## src/rtl/cuart_pkg.sv

```systemverilog
package cuart_pkg;
  localparam logic [11:0] OFF_DATA = 12'h000;
  localparam logic [11:0] OFF_RSTS = 12'h004;
  localparam logic [11:0] OFF_FLAG = 12'h018;
  localparam logic [11:0] OFF_MASK = 12'h038;
  localparam logic [11:0] OFF_RAW  = 12'h03C;
  localparam logic [11:0] OFF_MIS  = 12'h040;
  localparam logic [11:0] OFF_CLR  = 12'h044;

  typedef enum logic [1:0] {SZ_B = 2'd0, SZ_H = 2'd1, SZ_W = 2'd2, SZ_D = 2'd3} acc_size_e;

  // flag register bits 7..3
  typedef struct packed {
    logic txe;
    logic rxf;
    logic txf;
    logic rxe;
    logic busy;
  } flags_t;

  // interrupt bits 5..4
  typedef struct packed {
    logic tx;
    logic rx;
  } irqv_t;
endpackage

```

## src/rtl/cuart_fifo.sv

```systemverilog
module cuart_fifo #(
  parameter int unsigned DEPTH = 16,
  parameter int unsigned W     = 8,
  localparam int unsigned CNT_W = $clog2(DEPTH + 1)
) (
  input  logic             clk_i,
  input  logic             rst_ni,
  input  logic             push_i,
  input  logic [W-1:0]     din_i,
  input  logic             pop_i,
  output logic [W-1:0]     dout_o,
  output logic [CNT_W-1:0] count_o
);
  localparam int unsigned PTR_W = (DEPTH > 1) ? $clog2(DEPTH) : 1;
  localparam logic [PTR_W-1:0] LAST = PTR_W'(DEPTH - 1);

  logic [W-1:0]     mem_q [DEPTH];
  logic [PTR_W-1:0] wr_q, rd_q;
  logic [CNT_W-1:0] cnt_q;
  logic             do_push, do_pop;

  assign do_push = push_i && (cnt_q != CNT_W'(DEPTH));
  assign do_pop  = pop_i && (cnt_q != '0);

  always_ff @(posedge clk_i or negedge rst_ni) begin
    if (!rst_ni) begin
      wr_q  <= '0;
      rd_q  <= '0;
      cnt_q <= '0;
    end else begin
      if (do_push) wr_q <= (wr_q == LAST) ? '0 : wr_q + 1'b1;
      if (do_pop)  rd_q <= (rd_q == LAST) ? '0 : rd_q + 1'b1;
      cnt_q <= cnt_q + CNT_W'(do_push) - CNT_W'(do_pop);
    end
  end

  always_ff @(posedge clk_i) begin
    if (do_push) mem_q[wr_q] <= din_i;
  end

  assign dout_o  = mem_q[rd_q];
  assign count_o = cnt_q;
endmodule

```

## src/rtl/cuart_irq.sv

```systemverilog
module cuart_irq #(
  parameter int unsigned W = 2
) (
  input  logic         clk_i,
  input  logic         rst_ni,
  input  logic [W-1:0] masked_i,
  output logic         irq_o
);
  logic [W-1:0] shadow_q;
  logic         irq_q;

  always_ff @(posedge clk_i or negedge rst_ni) begin
    if (!rst_ni) begin
      shadow_q <= '0;
      irq_q    <= 1'b0;
    end else begin
      irq_q    <= |(masked_i & ~shadow_q);
      shadow_q <= masked_i;
    end
  end

  assign irq_o = irq_q;
endmodule

```

## src/rtl/cuart_front.sv

```systemverilog
module cuart_front
  import cuart_pkg::*;
#(
  parameter int unsigned DEPTH  = 16,
  parameter int unsigned ADDR_W = 12
) (
  input  logic              clk_i,
  input  logic              rst_ni,
  input  logic              req_i,
  input  logic              we_i,
  input  logic [ADDR_W-1:0] addr_i,
  input  logic [1:0]        size_i,
  input  logic [31:0]       wdata_i,
  output logic [31:0]       rdata_o,
  output logic              err_o,
  output logic              fatal_o,
  input  logic              rx_push_i,
  input  logic [7:0]        rx_byte_i,
  input  logic              tx_pop_i,
  output logic [7:0]        tx_byte_o,
  output logic              tx_valid_o,
  input  logic              notify_i,
  output logic              kick_o,
  output logic              irq_o
);
  localparam int unsigned CNT_W = $clog2(DEPTH + 1);
  localparam logic [CNT_W-1:0] FULL = CNT_W'(DEPTH);

  flags_t fr_q, fr_n;
  irqv_t  raw_q, raw_n, mask_q, mask_n;

  logic [CNT_W-1:0] rx_cnt, tx_cnt, rx_after, tx_after;
  logic [7:0]       rx_head;
  logic             acc, bad_size, mapped, dat_rd, dat_wr;
  logic             hit_data, hit_rsts, hit_flag, hit_mask, hit_raw, hit_mis, hit_clr;
  logic [31:0]      rd_val;
  logic [31:0]      rdata_q;
  logic             err_q, fatal_q, kick_q;

  // decode: exact register base offsets only
  assign hit_data = (addr_i == ADDR_W'(OFF_DATA));
  assign hit_rsts = (addr_i == ADDR_W'(OFF_RSTS));
  assign hit_flag = (addr_i == ADDR_W'(OFF_FLAG));
  assign hit_mask = (addr_i == ADDR_W'(OFF_MASK));
  assign hit_raw  = (addr_i == ADDR_W'(OFF_RAW));
  assign hit_mis  = (addr_i == ADDR_W'(OFF_MIS));
  assign hit_clr  = (addr_i == ADDR_W'(OFF_CLR));
  assign mapped   = hit_data | hit_rsts | hit_flag | hit_mask | hit_raw | hit_mis | hit_clr;

  assign bad_size = req_i && (size_i == SZ_D);
  assign acc      = req_i && (size_i != SZ_D);
  assign dat_rd   = acc && !we_i && hit_data;
  assign dat_wr   = acc && we_i && hit_data;

  cuart_fifo #(.DEPTH(DEPTH), .W(8)) u_rxq (
    .clk_i, .rst_ni,
    .push_i (rx_push_i),
    .din_i  (rx_byte_i),
    .pop_i  (dat_rd),
    .dout_o (rx_head),
    .count_o(rx_cnt)
  );

  cuart_fifo #(.DEPTH(DEPTH), .W(8)) u_txq (
    .clk_i, .rst_ni,
    .push_i (dat_wr),
    .din_i  (wdata_i[7:0]),
    .pop_i  (tx_pop_i),
    .dout_o (tx_byte_o),
    .count_o(tx_cnt)
  );

  assign tx_valid_o = (tx_cnt != '0);

  // occupancy as seen after this cycle's data access; backend moves count at next notify
  assign rx_after = rx_cnt - CNT_W'(dat_rd && (rx_cnt != '0));
  assign tx_after = tx_cnt + CNT_W'(dat_wr && (tx_cnt != FULL));

  always_comb begin
    fr_n   = fr_q;
    raw_n  = raw_q;
    mask_n = mask_q;
    if (dat_rd) begin
      fr_n.rxf = 1'b0;
      if (rx_after == '0) begin
        fr_n.rxe = 1'b1;
        raw_n.rx = 1'b0;
      end
    end
    if (dat_wr) begin
      fr_n.busy = 1'b1;
      fr_n.txe  = 1'b0;
      if (tx_after == FULL) begin
        fr_n.txf = 1'b1;
        raw_n.tx = 1'b0;
      end
    end
    if (acc && we_i && hit_mask) mask_n = irqv_t'(wdata_i[5:4]);
    if (acc && we_i && hit_clr)  raw_n  = raw_n & ~irqv_t'(wdata_i[5:4]);
    if (notify_i) begin
      if (rx_after != '0) begin
        fr_n.rxe = 1'b0;
        raw_n.rx = 1'b1;
        if (rx_after == FULL) fr_n.rxf = 1'b1;
      end
      if (tx_after != FULL) begin
        fr_n.txf = 1'b0;
        raw_n.tx = 1'b1;
        if (tx_after == '0) begin
          fr_n.busy = 1'b0;
          fr_n.txe  = 1'b1;
        end
      end
    end
  end

  always_comb begin
    rd_val = '0;
    if (hit_data)      rd_val = (rx_cnt != '0) ? {24'b0, rx_head} : 32'b0;
    else if (hit_flag) rd_val = {24'b0, fr_q, 3'b0};
    else if (hit_raw)  rd_val = {26'b0, raw_q, 4'b0};
    else if (hit_mask) rd_val = {26'b0, mask_q, 4'b0};
    else if (hit_mis)  rd_val = {26'b0, raw_q & mask_q, 4'b0};
  end

  always_ff @(posedge clk_i or negedge rst_ni) begin
    if (!rst_ni) begin
      fr_q    <= '{txe: 1'b1, rxe: 1'b1, default: 1'b0};
      raw_q   <= '0;
      mask_q  <= '0;
      rdata_q <= '0;
      err_q   <= 1'b0;
      fatal_q <= 1'b0;
      kick_q  <= 1'b0;
    end else begin
      fr_q    <= fr_n;
      raw_q   <= raw_n;
      mask_q  <= mask_n;
      rdata_q <= (acc && !we_i) ? rd_val : 32'b0;
      err_q   <= acc && (!mapped || (!we_i && hit_clr));
      fatal_q <= bad_size;
      kick_q  <= dat_rd || dat_wr;
    end
  end

  cuart_irq #(.W(2)) u_irq (
    .clk_i, .rst_ni,
    .masked_i(raw_n & mask_n),
    .irq_o
  );

  assign rdata_o = rdata_q;
  assign err_o   = err_q;
  assign fatal_o = fatal_q;
  assign kick_o  = kick_q;
endmodule

```

## config.mk

```make
export PLATFORM = sky130hd
export DESIGN_NAME = cuart_front
export DESIGN_NICKNAME = d
export VERILOG_FILES = /design/src/rtl/cuart_pkg.sv /design/src/rtl/cuart_fifo.sv /design/src/rtl/cuart_irq.sv /design/src/rtl/cuart_front.sv
export SDC_FILE = /design/constraint.sdc
export NUM_CORES = 1
export LEC_CHECK = 0
export ABC_AREA = 1
export CAP_MARGIN = 20
export CORE_ASPECT_RATIO = 0.7
export CORE_UTILIZATION = 37
export DETAILED_ROUTE_END_ITERATION = 7
export DONT_BUFFER_PORTS = 1
export PLACE_DENSITY_LB_ADDON = 0.1
export SYNTH_ARGS = -nofsm -noshare
export SYNTH_HDL_FRONTEND = slang
export SYNTH_SLANG_ARGS = --single-unit
```

## constraint.sdc

```tcl
create_clock -name clk_i -period 3.73 [get_ports clk_i]
set_input_delay 0.373 -clock clk_i [delete_from_list [all_inputs] [get_ports clk_i]]
set_output_delay 0.373 -clock clk_i [all_outputs]
set_load 0.02 [all_outputs]
```

==> tab_implementation.tex <==
\begin{tabular}{lr}
\hline
Metric & Value \\
\hline
\multicolumn{2}{l}{\textbf{Finish}} \\
NumNets Final & 1276 \\
Leading cell type in the layout, fill and taps excluded & edfxtp\_1 \\
Commonest non-fill, non-tap cells in the layout & 256 x edfxtp\_1, 184 x nand2\_1, 163 x nor2\_1 \\
Final cell count without fillers & 1688 \\
Proportion of layout cells with a drive suffix above 1 & 8.24\% \\
P\&R area growth vs syn & 13.3\% \\
Post-layout instance area & 0.0149 mm² \\
Sequential cell area & 0.00892 mm² \\
\# fillers & 3329 \\
Area of combinational cells with multiple inputs & 0.00361 mm² \\
\multicolumn{2}{l}{\textbf{Global routing}} \\
Vias in the first global route & 7915 \\
Largest net degree at the start of global routing & 70 \\
All-layer global routing usage & 18.6\% \\
Antenna violations before repair & 6 \\
Global-route wire length before repair & 50200 µm \\
Total global routing overflow & 0 \\
\multicolumn{2}{l}{\textbf{Routing}} \\
Starting DRC count in detailed routing & 809 \\
Average wire per standard cell & 19.7 µm \\
Sum of routed wire length over all layers & 33200 µm \\
Via Count & 8446 \\
First-pass iteration count of the detailed router & 4 \\
Number of remaining DRC errors & 0 \\
Number of nets with antenna violations after detailed routing & 0 \\
DR vias/cell & 5.00 \\
\multicolumn{2}{l}{\textbf{Synth}} \\
Yosys warnings & 0 \\
Top area cells in the synthesized netlist & edfxtp\_1 59\%, dfrtp\_1 9.0\%, nand2\_1 5.3\% \\
Average footprint of a synthesized cell & 11.4 µm² \\
Count of flip-flops with a built-in enable after synthesis & 256 \\
Async SR Flop Fraction & 16.1\% \\
Gate Count Post-Synth & 1155 \\
Area share of the largest cell type after synthesis & 58.5\% \\
Post-synth top flop & edfxtp\_1 \\
Count of state elements after synthesis & 305 \\
Number of distinct standard cells referenced by the synthesized netlist & 41 \\
Synthesized area & 0.0131 mm² \\
Sequential-to-total area share from yosys stat & 67.9\% \\
Cell accounting for the most synthesized area & edfxtp\_1 \\
\multicolumn{2}{l}{\textbf{Timing}} \\
Number of setup violations in the final report & 0 \\
Aggregate negative setup slack & 0 ps \\
Highest clock rate & 304 MHz \\
Worst Clk Skew & 11.7 ps \\
Final Slew Violations & 0 \\
Actual transition at the worst max-transition pin & 1060 ps \\
Post-route clock period utilization & 88.1\% \\
Max-slew headroom & 29.1\% \\
Final hold vios & 0 \\
Clock period minus worst slack & 3290 ps \\
Setup repair after global routing missed its margin & false \\
\multicolumn{2}{l}{\textbf{Floorplan}} \\
Effective utilization at floorplan & 37.8\% \\
Vertical die dimension & 160 µm \\
Top Ports & 106 \\
Die W & 227 µm \\
Area enclosed by the die boundary & 0.0363 mm² \\
Standard-cell row count & 57 \\
Std-Cell Core Area & 0.0348 mm² \\
\multicolumn{2}{l}{\textbf{Placed design}} \\
Last weighted congestion value of the routability-driven placer & 0.788 \\
Number of buffers inserted by port buffering & 0 \\
Placed standard-cell area & 0.0136 mm² \\
Placed cell count & 1608 \\
Total half-perimeter wirelength after legalization and detailed placement & 21000 µm \\
\multicolumn{2}{l}{\textbf{Hold path}} \\
Worst min path class & input port to flop \\
\multicolumn{2}{l}{\textbf{Clock tree}} \\
Number of buffers inserted during clock tree synthesis & 30 \\
TritonCTS clock tree & done \\
Clock root buffer & clkbuf\_16 \\
Source-to-sink clock delay at the later pin of the worst-skew pair & 580 ps \\
Buffer count from post-CTS setup fixing & 0 \\
Number of sinks handled by clock tree synthesis & 305 \\
Post-CTS clock slew at the launch and capture registers of the worst setup and hold paths & 70 ps \\
Maximum clock insertion buffer count & 3 \\
H-tree Lvls & 1 \\
\multicolumn{2}{l}{\textbf{Setup path}} \\
Critical path launch point type & flop \\
Required time of the critical path & 3360 ps \\
Kind of capture point of the worst setup path & output port \\
Arrival time at the worst endpoint & 2910 ps \\
Largest fanout on the critical path & 66 \\
Critical path class & flop to output port \\
\multicolumn{2}{l}{\textbf{Power and ir drop}} \\
Leakage power & 0.00550 µW \\
Peak VDD IR & 342 µV \\
Cell Pwr Density & 637 mW/mm² \\
Power after layout & 9490 µW \\
\multicolumn{2}{l}{\textbf{Run}} \\
Max Cap Viol & 0 \\
\multicolumn{2}{l}{\textbf{Run status}} \\
Outcome & finished clean \\
\hline
\end{tabular}
## cell type report
type	instances	area share [%]
Timing Repair Buffer	47	2.84
Tap cell	472	3.97
Sequential cell	305	59.9
Multi-Input combinational cell	725	24.3
Clock buffer	43	5.57
Antenna cell	3	0.0504
Inverter	80	2.03
Clock inverter	13	1.37
## cells in the mapped netlist, drive strengths merged (3+ instances only)
cell	n
edfxtp	256
nand2	188
nor2	170
o21ai	131
inv	77
nand3	56
buf	49
dfrtp	47
o22ai	44
a21oi	36
ha	25
clkbuf	19
xor2	11
nand4	8
a21boi	7
nor3	7
a22oi	4
clkinv	3
o211ai	3
o221ai	3
## worst paths after layout
path | from | end | slack, ps | cells past startpoint
max | u_txq.rd_q[0] | tx_byte_o[4] | 440 | 5
min | addr_i[2] | kick_o | 60 | 3
max reg2reg | u_rxq.count_o[2] | u_rxq.count_o[4] | 710 | 14
min reg2reg | fr_q[1] | fr_q[1] | 470 | 2
max in group asynchronous | rst_ni | fr_q[4] | 3080 | 2
min in group asynchronous | rst_ni | u_rxq.rd_q[1] | 360 | 2
## metrics by stage
stage / setup slack (ps) / hold slack [ps] / utilization, %
after detailed placement: 733 / 80.3 / 39.1
after floorplan: 1130 / 77.4 / -
final: 444 / 57.1 / 42.8
after CTS: 406 / 30.3 / 42.7
after global routing: 233 / 42.7 / 42.8
after global placement: 752 / 80.4 / 39.1
## cell families after synthesis
kind of cell / after synthesis / synth area share, %
simple gates: 435 / 14.0
flops: 305 / 67.9
compound gates: 229 / 9.57
buf+inv: 148 / 5.32
fa+ha+maj: 26 / 2.53
xor+xnor: 11 / 0.733
other cells: 1 / 0.0285
## per-layer routing
| layer | GRT usage, % | share of wire (%) | vias to the layer above |
|---|---|---|---|
| met5 | 0 | 0.081 | - |
| met4 | 3.45 | 1.3 | 4 |
| met3 | 4.08 | 6.7 | 41 |
| met2 | 23.4 | 38 | 231 |
| met1 | 31.7 | 54 | 4118 |
| li1 | - | - | 4052 |
## registers in the layout, summed over array words and instances (netlist names), 4 cells and up
| register | flops |
|---|---|
| u_rxq.mem_q | 128 |
| u_rxq.count_o | 5 |
| u_txq.count_o | 5 |
| rdata_o | 8 |
| u_txq.mem_q | 128 |
| u_txq.wr_q | 4 |
| u_txq.rd_q | 4 |
| u_rxq.wr_q | 4 |
| u_rxq.rd_q | 4 |
| fr_q | 5 |
## where the power goes
part | internal, µW | switching, µW | total [µW]
clock network | 1890 | 1320 | 3210
registers | 3960 | 205 | 4160
logic | 604 | 1510 | 2110
total | 6460 | 3030 | 9490
## repair_timing
action,CTS,global route
gates resized for setup,0,0
hold buffers,21,0
hold endpoints to repair,314,0
## critical path, cell delays in order (launching register included)
cell and delay (ps):
dfrtp_2 360, buf_4 560, o21ai_0 220, o22ai_1 550, a21oi_1 140, a22oi_1 500
No activity file was read; power rests on OpenSTA's default activity.
